--- config.mk ---
export PLATFORM = sky130hd
export DESIGN_NAME = bwd_taken_predictor
export DESIGN_NICKNAME = d
export VERILOG_FILES = /design/src/rtl/bwd_taken_predictor.sv
export SDC_FILE = /design/constraint.sdc
export NUM_CORES = 1
export LEC_CHECK = 0
export BUFFER_PORTS_ARGS = -buffer_cell sky130_fd_sc_hd__buf_2
export CAP_MARGIN = 25
export CORE_MARGIN = 5
export CORE_UTILIZATION = 36
export CTS_CLUSTER_DIAMETER = 40
export DETAILED_ROUTE_END_ITERATION = 16
export GPL_TIMING_DRIVEN = 0
export PLACE_DENSITY_LB_ADDON = 0.1
export SLEW_MARGIN = 0
export SYNTH_ARGS = -nofsm -noshare
export SYNTH_HDL_FRONTEND = slang
export SYNTH_SLANG_ARGS = --single-unit
--- constraint.sdc ---
create_clock -name clk -period 2.89 [get_ports clk]
set_input_delay 0.289 -clock clk [delete_from_list [all_inputs] [get_ports clk]]
set_output_delay 0.289 -clock clk [all_outputs]
set_load 0.02 [all_outputs]
--- src/rtl/bwd_taken_predictor.sv ---
module bwd_taken_predictor #(
  parameter int XLEN       = 32,
  parameter int DISP_W     = 13,
  parameter int INSN_BYTES = 4
) (
  input  logic              clk,
  input  logic              rst_n,
  input  logic [1:0]        id_kind,
  input  logic [DISP_W-1:0] id_disp,
  input  logic [XLEN-1:0]   id_pc,
  input  logic              ex_taken,
  input  logic [XLEN-1:0]   ex_target,
  output logic              fetch_redirect,
  output logic [XLEN-1:0]   redirect_pc,
  output logic              flush_if,
  output logic              flush_id
);
  localparam int          EXT    = XLEN - DISP_W;
  localparam logic [1:0]  K_COND = 2'b01;
  localparam logic [1:0]  K_JUMP = 2'b10;
  localparam logic [XLEN-1:0] STEP = XLEN'(INSN_BYTES);

  logic            is_cond, is_jump, guess_taken, id_steer, ex_fix;
  logic [XLEN-1:0] id_target, ex_fix_pc;
  logic            ex_live, ex_guess;
  logic [XLEN-1:0] ex_pc;

  assign is_cond     = id_kind == K_COND;
  assign is_jump     = id_kind == K_JUMP;
  assign guess_taken = is_cond && id_disp[DISP_W-1];
  assign id_target   = id_pc + {{EXT{id_disp[DISP_W-1]}}, id_disp};
  assign id_steer    = guess_taken || is_jump;

  assign ex_fix    = ex_live && (ex_taken != ex_guess);
  assign ex_fix_pc = ex_taken ? ex_target : ex_pc + STEP;

  always_ff @(posedge clk) begin
    if (!rst_n) begin
      ex_live  <= 1'b0;
      ex_guess <= 1'b0;
      ex_pc    <= '0;
    end else begin
      ex_live  <= is_cond && !ex_fix;
      ex_guess <= guess_taken;
      ex_pc    <= id_pc;
    end
  end

  assign fetch_redirect = ex_fix || id_steer;
  assign redirect_pc    = ex_fix ? ex_fix_pc : id_target;
  assign flush_if       = fetch_redirect;
  assign flush_id       = ex_fix;

  p_reset_quiet_r1: assert property (@(posedge clk) disable iff (!rst_n)
    $rose(rst_n) |-> !flush_id);
  p_fwd_quiet_r3: assert property (@(posedge clk) disable iff (!rst_n)
    (id_kind == K_COND && !id_disp[DISP_W-1] && !flush_id) |-> !fetch_redirect);
  p_jump_steers_r4: assert property (@(posedge clk) disable iff (!rst_n)
    (id_kind == K_JUMP) |-> (fetch_redirect && flush_if));
  p_other_quiet_r5: assert property (@(posedge clk) disable iff (!rst_n)
    (id_kind != K_COND && id_kind != K_JUMP && !flush_id) |-> !fetch_redirect);
  p_fix_flushes_r6: assert property (@(posedge clk) disable iff (!rst_n)
    flush_id |-> (fetch_redirect && flush_if));
  p_no_fix_twice_r10: assert property (@(posedge clk) disable iff (!rst_n)
    flush_id |=> !flush_id);
endmodule

; ---- Word level (Yosys, flattened, before mapping)
; Index checks and enable logic that the tools add are counted.
[classes]
shifts = 0
magnitude_cmp = 0
n_mul = 0
bitwise = 0
mux = 2
reduce_logical = 6
addsub = 2
n_eq_ne = 3
n_div = 0
[ops]
columns = operator, n
row1 = $mux W32, 2
row2 = $add A32 B3 Y32 const B, 1
row3 = $add A32 B32 Y32, 1
row4 = $logic_and A1 B1 Y1, 3
row5 = $eq A2 B1 Y1 const B, 1
row6 = $eq A2 B2 Y1 const B, 1
row7 = $logic_or A1 B1 Y1, 2
row8 = $logic_not A1 Y1, 1
row9 = $ne A1 B1 Y1, 1
[word_totals]
mem_count = 0
mem_bits_ro = 0
ramBits = 0
latchBits = 0
reg_bits = 34
elab_cells = 16

; ---- Longest topological paths before layout
; Gate-level depths: netlist of the first run.
[logic_depth]
depth_word = 4
ltp_mapped = 10

; ---- Least setup slack after synthesis of the first run
; No wires, ideal clock.
[synth_path]
kind = input to output
from = in id_disp[0]
to = out redirect_pc[22]
arrival_ps = 2604
cell_stages = 10
path_buffers = 0
setup_slack_ps = -3
path_cell_list = ha_1 fa_1 a21o_1 a21oi_1 o21ai_0 a21oi_1 o21ai_0 a21oi_1 xor2_1 o21ai_0
[synth_between]
elab_chain_cells = 2
[synth_rtl]
columns = element, line_no
row1 = from (decl), 9  ; input logic [DISP_W-1:0] id_disp,
row2 = $add A32 B32 Y32, 31  ; assign id_target = id_pc + {{EXT{id_disp[DISP_W-1]}}, id_disp};
row3 = $mux W32, 50  ; assign redirect_pc = ex_fix ? ex_fix_pc : id_target;
row4 = to (decl), 14  ; output logic [XLEN-1:0] redirect_pc,
; Every way passes these cells.

; ---- Worst setup path in the final report of the first run
[layout_path]
from = reg ex_pc[5]
to = out redirect_pc[31]
[layout_between]
elab_chain_cells = 3
[layout_rtl]
columns = element, line_no
row1 = from (decl), 26  ; logic [XLEN-1:0] ex_pc;
row2 = from (signal assigned), 45  ; ex_pc <= id_pc;
row3 = $add A32 B3 Y32, 35  ; assign ex_fix_pc = ex_taken ? ex_target : ex_pc + STEP;
row4 = $mux W32, 35
row5 = $mux W32, 50
; Every way passes these cells.

==> metrics.md, run 1 <==
| Metric | Value |
|---|---|
| Post-route ant nets | `0` |
| PD cells | `363 nW/um^2` |
| CTS max path bufs | `2` |
| Die X-Extent | `114 microns` |
| Clk root buf | `clkbuf_8` |
| Ant. Diodes | `0` |
| Die area | `roughly 13000 sq um` |
| Clock latency on the worst-skew pair | `290 ps` |
| Synthesized instance count | `541` |
| Vias in the first global route | `4300` |
| I/O Pins | `117` |
| Flop2flop setup slack | `1060 ps` |
| Worst-Margin Slew | `654 ps` |
| Port Buffers | `about 120` |
| FF-to-FF path depth | `6` |
| Cell Area, Placed | `4620 sq um` |
| Number of synthesized flops with an enable pin | `0` |
| Via count | `approximately 4300` |
| CTS Hold Bufs | `0` |
| GR Overflow Total | `0` |
| Synth unique cells | `48` |
| GR peak layer | `met2` |
| Initial Util | `37.2%` |
| Crit Path Max Fanout | `5` |
| Max-Cap Viols | `0` |
| HP Class | `in -> reg` |
| Final Hold Viols | `0` |
| Sequential share of power | `27.5%` |
| Peak VDD IR | `0.000208 V` |
| Via/cell ratio | `5.35` |
| Share of layout cells above drive strength 1 | `roughly 28%` |
| Critical Path Slowest Stage Cell | `dfxtp_1` |
| Post-route cell area | `5140 sq um` |
| Nets | `788` |
| Final setup fails | `0` |
| R2r endpoint | `ex_live$_SDFF_PN0_` |
| Pleak | `~2.3 nW` |
| Syn nets | `656` |
| Starting DRT DRC Count | `around 260` |
| Main flop type after synthesis | `dfxtp_1` |
| Initial antenna violation count | `0` |
| Seq/Total Area, Yosys | `17.6%` |
| RR Startpoint | `ex_guess$_SDFF_PN0_` |
| TritonCTS Buffers | `5` |
| Final Wtd Congestion | `0.863` |
| Clock Sinks | `34` |
| CP Launch Type | `register` |
| 1st-pass router iterations | `5` |
| Min Tclk post-route | `around 2800 ps` |
| Largest net degree at the start of global routing | `22` |
| Avg Inst Size Synth | `a little over 7 sq um` |
| Worst path max stage delay | `400 ps` |
| Logic pwr share | `52.4%` |
| Syn. warnings | `0` |
| Most numerous cell on the critical path | `o211ai_1` |
| DR DRC count | `0` |
| Core Region | `10400 sq um` |
| Routed len/inst | `17.2 microns` |
| Setup Crit Path Kind | `reg -> out` |
| CTS tree | `yes` |
| Met3 Use GR | `under 10%` |
| CTS H-Tree Depth | `2` |
| Clock share of power | `approximately 20%` |
| Internal | `1.09 mW` |
| Clock skew | `0.136 ps` |
| Met2 Usage GRT | `35.8%` |
| Register bit total from synthesis | `34` |
| RSZ-0062 raised after global routing | `yes` |
| Data required time of the worst path | `2600 ps` |
| Slew Limit Fails | `0` |
| Switching Power | `778 uW` |
| Area Growth Syn to Fin | `32.8%` |
| End of the critical path | `redirect_pc[31]` |
| Fill cells | `about 1100` |
| Register Area | `682 sq um` |
| GRT met1 Usage | `27.4%` |
| GR Util All Layers | `20.7%` |
| Arr. time, crit path | `between 2000 and 3000 ps` |
| Status | `completed` |
| Final wirelength | `between 10000 and 15000 microns` |
| Synthesized area | `3870 sq um` |
| Net Sw Frac | `41.6%` |
| Worst-path cell chain | `and4_2 > nand4_1 > buf_4 > nor3_4 > nor3b_2 > xnor2_1 > nand2_1 > o211ai_1 > o211ai_1 > buf_2` |
| Fin crit share | `between 90% and 100%` |
| Final Total Pwr | `about 1.9 mW` |
| Area of the multi-input gates | `about 3300 sq um` |
| Die Ht | `114 microns` |
| Critical Path End Type | `primary output` |
| HPWL after detailed placement | `10900 microns` |
| Fmax achieved | `356 MHz` |
| First-pass GRT wire length | `21400 microns` |
| Rows | `37` |
| Clock slew at reported path FFs | `roughly 70 ps` |
| Max-slew headroom | `56.4%` |
| CP startpoint | `ex_pc[5]$_SDFF_PN0_` |
| Post-synth ARST share | `0%` |
==> repair_timing <==
action | 4_1_cts | 5_1_grt
buffers inserted | 6 | 8
gates resized for setup | 34 | 47
endpoints found under the setup margin | 24 | 17
pin swaps | 10 | 16
==> sequential cells by signal, indices dropped and copies added (netlist names) <==
register	count
ex_guess	1
ex_live	1
ex_pc	32
==> worst max-delay path: cells and delay by family (launching register included) <==
| kind | cells | cell delay, ps |
|---|---|---|
| simple gates | 5 | 1000 |
| buf+inv | 2 | 410 |
| flops | 1 | 400 |
| compound gates | 2 | 280 |
| xor+xnor | 1 | 140 |
==> cell usage after synthesis (all sizes together), types with 8 or more instances <==
cell type	instances	area share [%]
a211oi	8	1.6
a21o	25	4.8
a21oi	48	6.2
and2	35	5.7
clkbuf	22	2.1
dfxtp	34	18
ha	32	10
inv	11	1.1
mux2i	12	3.1
nand2	55	5.3
nand3	20	2.6
nand4	12	1.9
nor2	46	4.5
nor3	10	1.3
o211ai	13	2.5
o21ai	45	5.9
xnor2	26	5.9
xor2	24	5.4
==> layout make-up <==
| cell class | instances | area share [%] |
|---|---|---|
| clock buffer | 7 | 1.68 |
| tap | 136 | 3.31 |
| sequential | 34 | 13.3 |
| multi-input combinational | 468 | 65.1 |
| clock inverter | 1 | 0.0973 |
| timing repair buffer | 129 | 13.9 |
| inverter | 11 | 0.803 |
| buffer | 24 | 1.90 |
==> power groups by stage <==
stage	logic, mW	registers [mW]	clock network [mW]
CTS	0.923	0.513	0.389
floorplan	0.598	0.520	0
global route	1.08	0.517	0.405
finish	0.979	0.514	0.376
global placement	0.880	0.523	0
detailed placement	0.885	0.524	0
==> cells by family (layout without fill, tap and decap cells) <==
logic type	Yosys count	count (layout)	synth area share, %
AND/OR/NAND/NOR	211	211	27.3
multiplexers	14	14	3.68
flip-flops	34	34	17.6
XOR/XNOR	50	50	11.3
adder cells (fa/ha/maj)	33	33	10.9
AO/OA/AOI/OAI	160	160	25.4
buffers and inverters	39	172	3.88
==> layout by cell type (no fill, tap or decap), types with 12 or more instances in the layout <==
| cell type | instances |
|---|---|
| a21oi_1 | 40 |
| buf_4 | 19 |
| o211ai_1 | 13 |
| and2_1 | 35 |
| clkbuf_1 | 18 |
| o21ai_0 | 34 |
| nor2_1 | 46 |
| dfxtp_1 | 33 |
| nand2_1 | 54 |
| nand4_1 | 12 |
| ha_1 | 18 |
| a21o_1 | 25 |
| xnor2_1 | 26 |
| buf_2 | 110 |
| mux2i_1 | 12 |
| xor2_1 | 24 |
| nand3_1 | 19 |
==> through the flow <==
step / TNS [ps] / util (%) / hold WS (ps) / cells / setup slack (ps)
5_1_grt: -215 / 49.4 / 219 / 810 / -85.2
6_report: 0 / 49.4 / 209 / 810 / 81.3
3_5_place_dp: -4480 / 44.3 / 509 / 792 / -564
4_1_cts: 0 / 47.0 / 199 / 803 / 2.60
3_3_place_gp: -4190 / 44.3 / 499 / 792 / -622
2_1_floorplan: 0 / - / 365 / 541 / 14.9
==> metal layers <==
metal	vias up	wire length, microns
li1	2193	-
met1	1998	6390
met2	123	6540
met3	17	810
met4	0	184
met5	-	0
==> worst min path at each step <==
stage,end,cells past startpoint,from,slack [ps]
2_1_floorplan,ex_guess$_SDFF_PN0_,1,id_kind[1],360
3_3_place_gp,ex_guess$_SDFF_PN0_,2,id_kind[1],500
3_5_place_dp,ex_guess$_SDFF_PN0_,2,id_kind[1],510
4_1_cts,ex_live$_SDFF_PN0_,2,id_kind[1],200
5_1_grt,ex_pc[0]$_SDFF_PN0_,2,id_pc[0],220
6_report,ex_guess$_SDFF_PN0_,2,id_kind[1],210
No activity file was read; power rests on OpenSTA's default activity.
==> run 2, diff against run 1 <==
CORE_ASPECT_RATIO = 0.9   (was unset)
==> run 2 against run 1 <==
Core utilization shrank 0.83 points. First-iteration DRC count is 26% lower. Via count is 0.23% higher. Cell count shrank 0.37%. Hold slack better by 7.7 ps. Clock skew about the same. Sequential power hardly changed. Sequential share of layout area is 0.075 points lower. Power up 9.6%. Combinational power decreased by 0.4%. Non-clock buffer count stayed put. Maximum frequency up 0.57%. Largest power group unchanged.
==> metrics.md, run 2 (synthesized netlist as in run 1, its figures left out) <==
| Metric | Value |
|---|---|
| GR Util All Layers | `20.4% (was 20.7%)` |
| Max-slew headroom | `48.2% (was 56.4%)` |
| GR Overflow Total | `0 (unchanged)` |
| Final Hold Viols | `0 (unchanged)` |
| Sequential share of power | `25.1% (was 27.5%)` |
| Crit Path Max Fanout | `4 (was 5)` |
| Final setup fails | `0 (unchanged)` |
| Port Buffers | `115 (unchanged)` |
| Final Hold Slack | `217 ps (was 209 ps)` |
| WP buf/inv | `2 (unchanged)` |
| FF-to-FF path depth | `6 (unchanged)` |
| Die Ht | `108 microns (was 114 microns)` |
| Net Sw Frac | `39.5% (was 41.6%)` |
| Post-route ant nets | `0 (unchanged)` |
| Logic pwr share | `47.6% (was 52.4%)` |
| Die area | `12900 sq um (about the same)` |
| HPWL after detailed placement | `10800 microns (was 10900 microns)` |
| Clock Sinks | `34 (unchanged)` |
| Arr. time, crit path | `2500 ps (was 2520 ps)` |
| Peak VDD IR | `0.000201 V (was 0.000208 V)` |
| Critical Path End Type | `primary output (unchanged)` |
| Hold path cells | `2 (unchanged)` |
| Fin crit share | `96.6% (was 97.2%)` |
| Final wirelength | `13700 microns (was 13900 microns)` |
| Clock slew at reported path FFs | `60 ps (was 70 ps)` |
| Rows | `36 (was 37)` |
| Via/cell ratio | `5.38 (was 5.35)` |
| 1st-pass router iterations | `5 (unchanged)` |
| Final std cells w/o fill | `807 (was 810)` |
| Commonest non-fill, non-tap cell in the layout | `buf_2 (unchanged)` |
| Status | `completed (unchanged)` |
| HP Class | `in -> reg (unchanged)` |
| Routed len/inst | `17.0 microns (was 17.2 microns)` |
| Internal | `1.24 mW (was 1.09 mW)` |
| Delay-heaviest family, CP | `compound AO/OA/AOI/OAI gates (was simple AND/OR/NAND/NOR gates)` |
| Setup Crit Path Kind | `in -> out (was reg -> out)` |
| Area Growth Syn to Fin | `33.8% (was 32.8%)` |
| Clock share of power | `27.3% (was 20.1%)` |
| Worst-Margin Slew | `776 ps (was 654 ps)` |
| Via count | `4341 (was 4331)` |
| CTS H-Tree Depth | `2 (unchanged)` |
| Vias in the first global route | `4161 (was 4300)` |
| TritonCTS Buffers | `5 (unchanged)` |
| Worst-path cell chain | `buf_2 > ha_2 > fa_2 > a21o_1 > a21oi_4 > o21ai_4 > a21oi_4 > o21ai_4 > a221oi_2 > xor2_1 > o22ai_1 > buf_4 (was and4_2 > nand4_1 > buf_4 > nor3_4 > nor3b_2 > xnor2_1 > nand2_1 > o211ai_1 > o211ai_1 > buf_2)` |
| Final Wtd Congestion | `0.871 (was 0.863)` |
| CP Depth | `12 (was 10)` |
| DR DRC count | `0 (unchanged)` |
| Clock skew | `0.0976 ps (was 0.136 ps)` |
| Worst path max stage delay | `360 ps (was 400 ps)` |
| Max reg flops | `32 (unchanged)` |
| Clock latency on the worst-skew pair | `280 ps (was 290 ps)` |
| Initial Util | `36.3% (was 37.2%)` |
| Total negative slack | `0 ps (unchanged)` |
| Data required time of the worst path | `2600 ps (about the same)` |
| Fmax achieved | `358 MHz (was 356 MHz)` |
| R2r endpoint | `ex_live$_SDFF_PN0_ (unchanged)` |
| Clk root buf | `clkbuf_16 (was clkbuf_8)` |
| Critical Path Slowest Stage Cell | `fa_2 (was dfxtp_1)` |
| Share of layout cells above drive strength 1 | `28.5% (was 28.0%)` |
| Starting DRT DRC Count | `191 (was 258)` |
| HP Start | `id_kind[1] (unchanged)` |
| Die X-Extent | `119 microns (was 114 microns)` |
| Top Registers | `ex_pc (32), ex_guess (1), ex_live (1) (unchanged)` |
| Final Total Pwr | `2.05 mW (was 1.87 mW)` |
| RR Startpoint | `ex_guess$_SDFF_PN0_ (unchanged)` |
| Slew Limit Fails | `0 (unchanged)` |
| First-pass GRT wire length | `20900 microns (was 21400 microns)` |
| Max-Cap Viols | `0 (unchanged)` |
| Min Tclk post-route | `2790 ps (was 2810 ps)` |
| Flop2flop setup slack | `1270 ps (was 1060 ps)` |
| PD cells | `396 nW/um^2 (was 363 nW/um^2)` |
| Core Region | `10700 sq um (was 10400 sq um)` |
| CTS tree | `yes (unchanged)` |
| Biggest register | `ex_pc (unchanged)` |
| Ant. Diodes | `0 (unchanged)` |
| Cell count after placement | `789 (was 792)` |
| I/O Pins | `117 (unchanged)` |
| CTS max path bufs | `2 (unchanged)` |
| Most frequent cells in the layout | `buf_2 (114), nand2_1 (55), nor2_1 (46) (was buf_2 (110), nand2_1 (54), nor2_1 (46))` |
| Pleak | `2.33 nW (was 2.32 nW)` |
| Largest net degree at the start of global routing | `22 (unchanged)` |
| Nets | `788 (unchanged)` |
| CP Launch Type | `primary input (was register)` |
| Initial antenna violation count | `0 (unchanged)` |
| WHS Endpoint | `ex_live$_SDFF_PN0_ (was ex_guess$_SDFF_PN0_)` |
| CTS Hold Bufs | `0 (unchanged)` |
| Switching Power | `810 uW (was 778 uW)` |
-- run 2: changes by cell type in the layout (fill, tap and decap cells not counted), sizes merged --
cell      before  now
buf          135  133
clkinvlp       0    1
clkbuf        25   26
-- run 2: final cells by class --
type	count	area, sq um
Buffer	25	106
Clock buffer	6	139
Clock inverter	2	12.5
Fill cell	1120	5490
Inverter	11	41.3
Multi-Input combinational cell	468	3340
Sequential cell	34	683
Tap cell	133	166
Timing Repair Buffer	128	691
-- run 2: per-stage QoR --
| stage | util, % | cell area (sq um) | worst slack (ps) |
|---|---|---|---|
| after global placement | 43.2 | 4610 | -538 |
| after floorplan | - | 3870 | 14.9 |
| final | 48.5 | 5180 | 97.1 |
| after global routing | 48.5 | 5180 | -29.7 |
| after CTS | 46.6 | 4970 | -24.3 |
| after detailed placement | 43.2 | 4610 | -528 |
-- run 2: worst register-to-register path, stage by stage, from the launching register on --
cell and delay [ps]:
dfxtp_1 320, xor2_1 130, nand2_1 80, inv_1 110, clkbuf_1 390, clkbuf_2 380, nor3_1 90
-- run 2: metal layers --
metal	wire length [microns]	GRT usage, %	part of all wire, %	vias up
li1	-	-	-	2204
met1	6830	28.7	50	1996
met2	5990	32.8	44	129
met4	155	4.17	1.1	0
met3	723	3.71	5.3	12
met5	0	0	0	-
-- run 2: worst max path at each step --
stage | from | end
2_1_floorplan | id_disp[0] | redirect_pc[18]
3_3_place_gp | id_disp[0] | redirect_pc[30]
3_5_place_dp | id_disp[0] | redirect_pc[30]
4_1_cts | id_disp[0] | redirect_pc[30]
5_1_grt | id_disp[12] | redirect_pc[29]
6_report | id_disp[0] | redirect_pc[30]
-- run 2: timing repair --
action,CTS,global route
resized for setup,40,39
setup endpoints to repair,23,23
setup buffers,5,8
pin swaps,11,14
-- run 2: power groups by stage --
| stage | clock network (mW) | logic [mW] | registers (mW) |
|---|---|---|---|
| finish | 0.560 | 0.975 | 0.515 |
| global route | 0.585 | 1.07 | 0.518 |
| CTS | 0.570 | 0.928 | 0.513 |
| detailed placement | 0 | 0.883 | 0.524 |
| global placement | 0 | 0.879 | 0.523 |
| floorplan | 0 | 0.598 | 0.520 |
==> run 3, diff against run 2 <==
SETUP_SLACK_MARGIN = 0.3   (was unset)
==> run 3 against run 2 <==
The flow now finishes with violations (negative setup slack). Flip-flop and latch count did not move. First-iteration DRC count grew 36%. Critical path depth is the same. Largest power group unchanged.
==> metrics.md, run 3 (synthesized netlist as in run 1, its figures left out) <==
| Metric | Value |
|---|---|
| GR Util All Layers | `22.5% (was 20.4%)` |
| Post-route cell area | `5710 sq um (was 5180 sq um)` |
| Vias in the first global route | `4417 (was 4161)` |
| HP Start | `id_kind[1] (unchanged)` |
| Status | `complete, but fails checks (was completed)` |
| Final wirelength | `15300 microns (was 13700 microns)` |
| Total negative slack | `-63.2 ps (was 0 ps)` |
| HPWL after detailed placement | `11300 microns (was 10800 microns)` |
| Fmax achieved | `341 MHz (was 358 MHz)` |
| Largest net degree at the start of global routing | `22 (unchanged)` |
| Via/cell ratio | `5.48 (was 5.38)` |
| GR peak layer | `met2 (unchanged)` |
| Clock Sinks | `34 (unchanged)` |
| Met3 Use GR | `3.71% (unchanged)` |
| Routed len/inst | `18.4 microns (was 17.0 microns)` |
| Hold path cells | `2 (unchanged)` |
| Peak VDD IR | `0.000222 V (was 0.000201 V)` |
| Area Growth Syn to Fin | `47.5% (was 33.8%)` |
| Arr. time, crit path | `2650 ps (was 2500 ps)` |
| Die X-Extent | `119 microns (unchanged)` |
| RR Startpoint | `ex_guess$_SDFF_PN0_ (unchanged)` |
| Rows | `36 (unchanged)` |
| Crit Path Max Fanout | `21 (was 4)` |
| Initial Util | `36.3% (unchanged)` |
| DR DRC count | `0 (unchanged)` |
| Pleak | `2.59 nW (was 2.33 nW)` |
| Cell count after placement | `789 (unchanged)` |
| Core Region | `10700 sq um (unchanged)` |
| 1st-pass router iterations | `5 (unchanged)` |
| Max-slew headroom | `44.8% (was 48.2%)` |
| Clock share of power | `25.5% (was 27.3%)` |
| WHS Endpoint | `ex_live$_SDFF_PN0_ (unchanged)` |
| Final std cells w/o fill | `831 (was 807)` |
| Setup Crit Path Kind | `in -> out (unchanged)` |
| Die Ht | `108 microns (unchanged)` |
| PD cells | `389 nW/um^2 (was 396 nW/um^2)` |
| CTS tree | `yes (unchanged)` |
| Slew Limit Fails | `0 (unchanged)` |
| Commonest non-fill, non-tap cell in the layout | `buf_2 (unchanged)` |
| CTS Hold Bufs | `0 (unchanged)` |
| Initial antenna violation count | `0 (unchanged)` |
| RSZ-0062 raised after global routing | `yes` |
| Cell Area, Placed | `4660 sq um (was 4610 sq um)` |
| Met2 Usage GRT | `37.0% (was 32.8%)` |
| Max-Cap Viols | `0 (unchanged)` |
| Die area | `12900 sq um (unchanged)` |
| CP Launch Type | `primary input (unchanged)` |
| I/O Pins | `117 (unchanged)` |
| Clock latency on the worst-skew pair | `280 ps (about the same)` |
| Min Tclk post-route | `2930 ps (was 2790 ps)` |
| Clk root buf | `clkbuf_16 (unchanged)` |
| Share of layout cells above drive strength 1 | `37.5% (was 28.5%)` |
| Worst setup margin | `-44.4 ps (was 97.1 ps)` |
| Net Sw Frac | `39.7% (was 39.5%)` |
| Clock skew | `0.0553 ps (was 0.0976 ps)` |
| Fin crit share | `102% (was 96.6%)` |
| Clock slew at reported path FFs | `60 ps (about the same)` |
| GR Overflow Total | `0 (unchanged)` |
| FF-to-FF path depth | `6 (unchanged)` |
| Ant. Diodes | `0 (unchanged)` |
| Starting DRT DRC Count | `259 (was 191)` |
| First-pass GRT wire length | `22900 microns (was 20900 microns)` |
| R2r endpoint | `ex_live$_SDFF_PN0_ (unchanged)` |
| Critical Path End Type | `primary output (unchanged)` |
| Internal | `1.34 mW (was 1.24 mW)` |
| Violated checks | `negative setup slack` |
| Flop2flop setup slack | `1430 ps (was 1270 ps)` |
| Final Hold Viols | `0 (unchanged)` |
| Final setup fails | `2 (was 0)` |
| Final Wtd Congestion | `0.888 (was 0.871)` |
| Nets | `812 (was 788)` |
| Via count | `4557 (was 4341)` |
| GRT met1 Usage | `31.1% (was 28.7%)` |
| TritonCTS Buffers | `5 (unchanged)` |
| CTS max path bufs | `2 (unchanged)` |
| Port Buffers | `115 (unchanged)` |
| Biggest register | `ex_pc (unchanged)` |
| Most frequent cells in the layout | `buf_2 (93), nand2_1 (52), nor2_1 (45) (was buf_2 (114), nand2_1 (55), nor2_1 (46))` |
| CTS H-Tree Depth | `2 (unchanged)` |
| Data required time of the worst path | `2600 ps (about the same)` |
| Worst-Margin Slew | `828 ps (was 776 ps)` |
| Switching Power | `881 uW (was 810 uW)` |
| Top Registers | `ex_pc (32), ex_guess (1), ex_live (1) (unchanged)` |
| Logic pwr share | `51.3% (was 47.6%)` |
| Post-route ant nets | `0 (unchanged)` |
| Sequential share of power | `23.1% (was 25.1%)` |
| Post-layout util | `53.5% (was 48.5%)` |
| HP Class | `in -> reg (unchanged)` |
| Max reg flops | `32 (unchanged)` |
## run 3: cell types whose count changed in the layout (fill, tap and decap cells not counted), sizes merged
cell / before / now
buf: 133 / 157
clkbuf: 26 / 27
clkinvlp: 1 / 0
## run 3: worst max-delay path, cell delays in order
cell,delay (ps)
buf_8,150
ha_1,300
buf_2,170
a21o_1,220
a21oi_2,200
a21boi_1,250
o211ai_1,130
o21ai_2,250
mux2i_1,250
xnor2_1,160
mux2i_2,90
buf_4,170
## run 3: metrics by stage
| stage | total power [mW] | worst slack (ps) | hold WS [ps] |
|---|---|---|---|
| 5_1_grt | 2.34 | -98.5 | 223 |
| 3_5_place_dp | 1.43 | -509 | 507 |
| 3_3_place_gp | 1.43 | -519 | 504 |
| 6_report | 2.22 | -44.4 | 209 |
| 4_1_cts | 2.13 | 34.2 | 208 |
| 2_1_floorplan | 1.14 | 267 | 365 |
## run 3: power by group through the flow
stage               clock [mW]  combinational [mW]  sequential, mW
floorplan                    0               0.617           0.520
global placement             0               0.904           0.523
detailed placement           0               0.908           0.524
CTS                      0.575                1.05           0.513
global route             0.589                1.23           0.516
finish                   0.567                1.14           0.513
## run 3: layer usage
layer	part of all wire [%]	vias up
met5	0	-
met4	1.4	0
met1	47	2136
li1	-	2249
met3	5.9	17
met2	46	155
## run 3: cell type report
class | instances | area, sq um
inverter | 11 | 41.3
clock inverter | 1 | 5.00
timing repair buffer | 149 | 980
fill | 1076 | 4960
tap | 133 | 166
multi-input combinational | 468 | 3540
sequential | 34 | 694
buffer | 28 | 136
clock buffer | 7 | 143
## run 3: how the worst max path moves through the flow
stage                start         endpoint  slack [ps]
2_1_floorplan   id_disp[0]  redirect_pc[18]         270
3_3_place_gp    id_disp[0]  redirect_pc[30]        -520
3_5_place_dp    id_disp[0]  redirect_pc[30]        -510
4_1_cts           id_pc[0]  redirect_pc[26]          30
5_1_grt        id_disp[12]  redirect_pc[29]        -100
6_report       id_disp[12]  redirect_pc[29]         -40
## run 3: timing repair
| action | 4_1_cts | 5_1_grt |
|---|---|---|
| endpoints found under the hold margin | 0 | 0 |
| setup buffers | 26 | 8 |
| endpoints found under the setup margin | 35 | 27 |
| resized for setup | 108 | 71 |
| pin swaps | 41 | 32 |
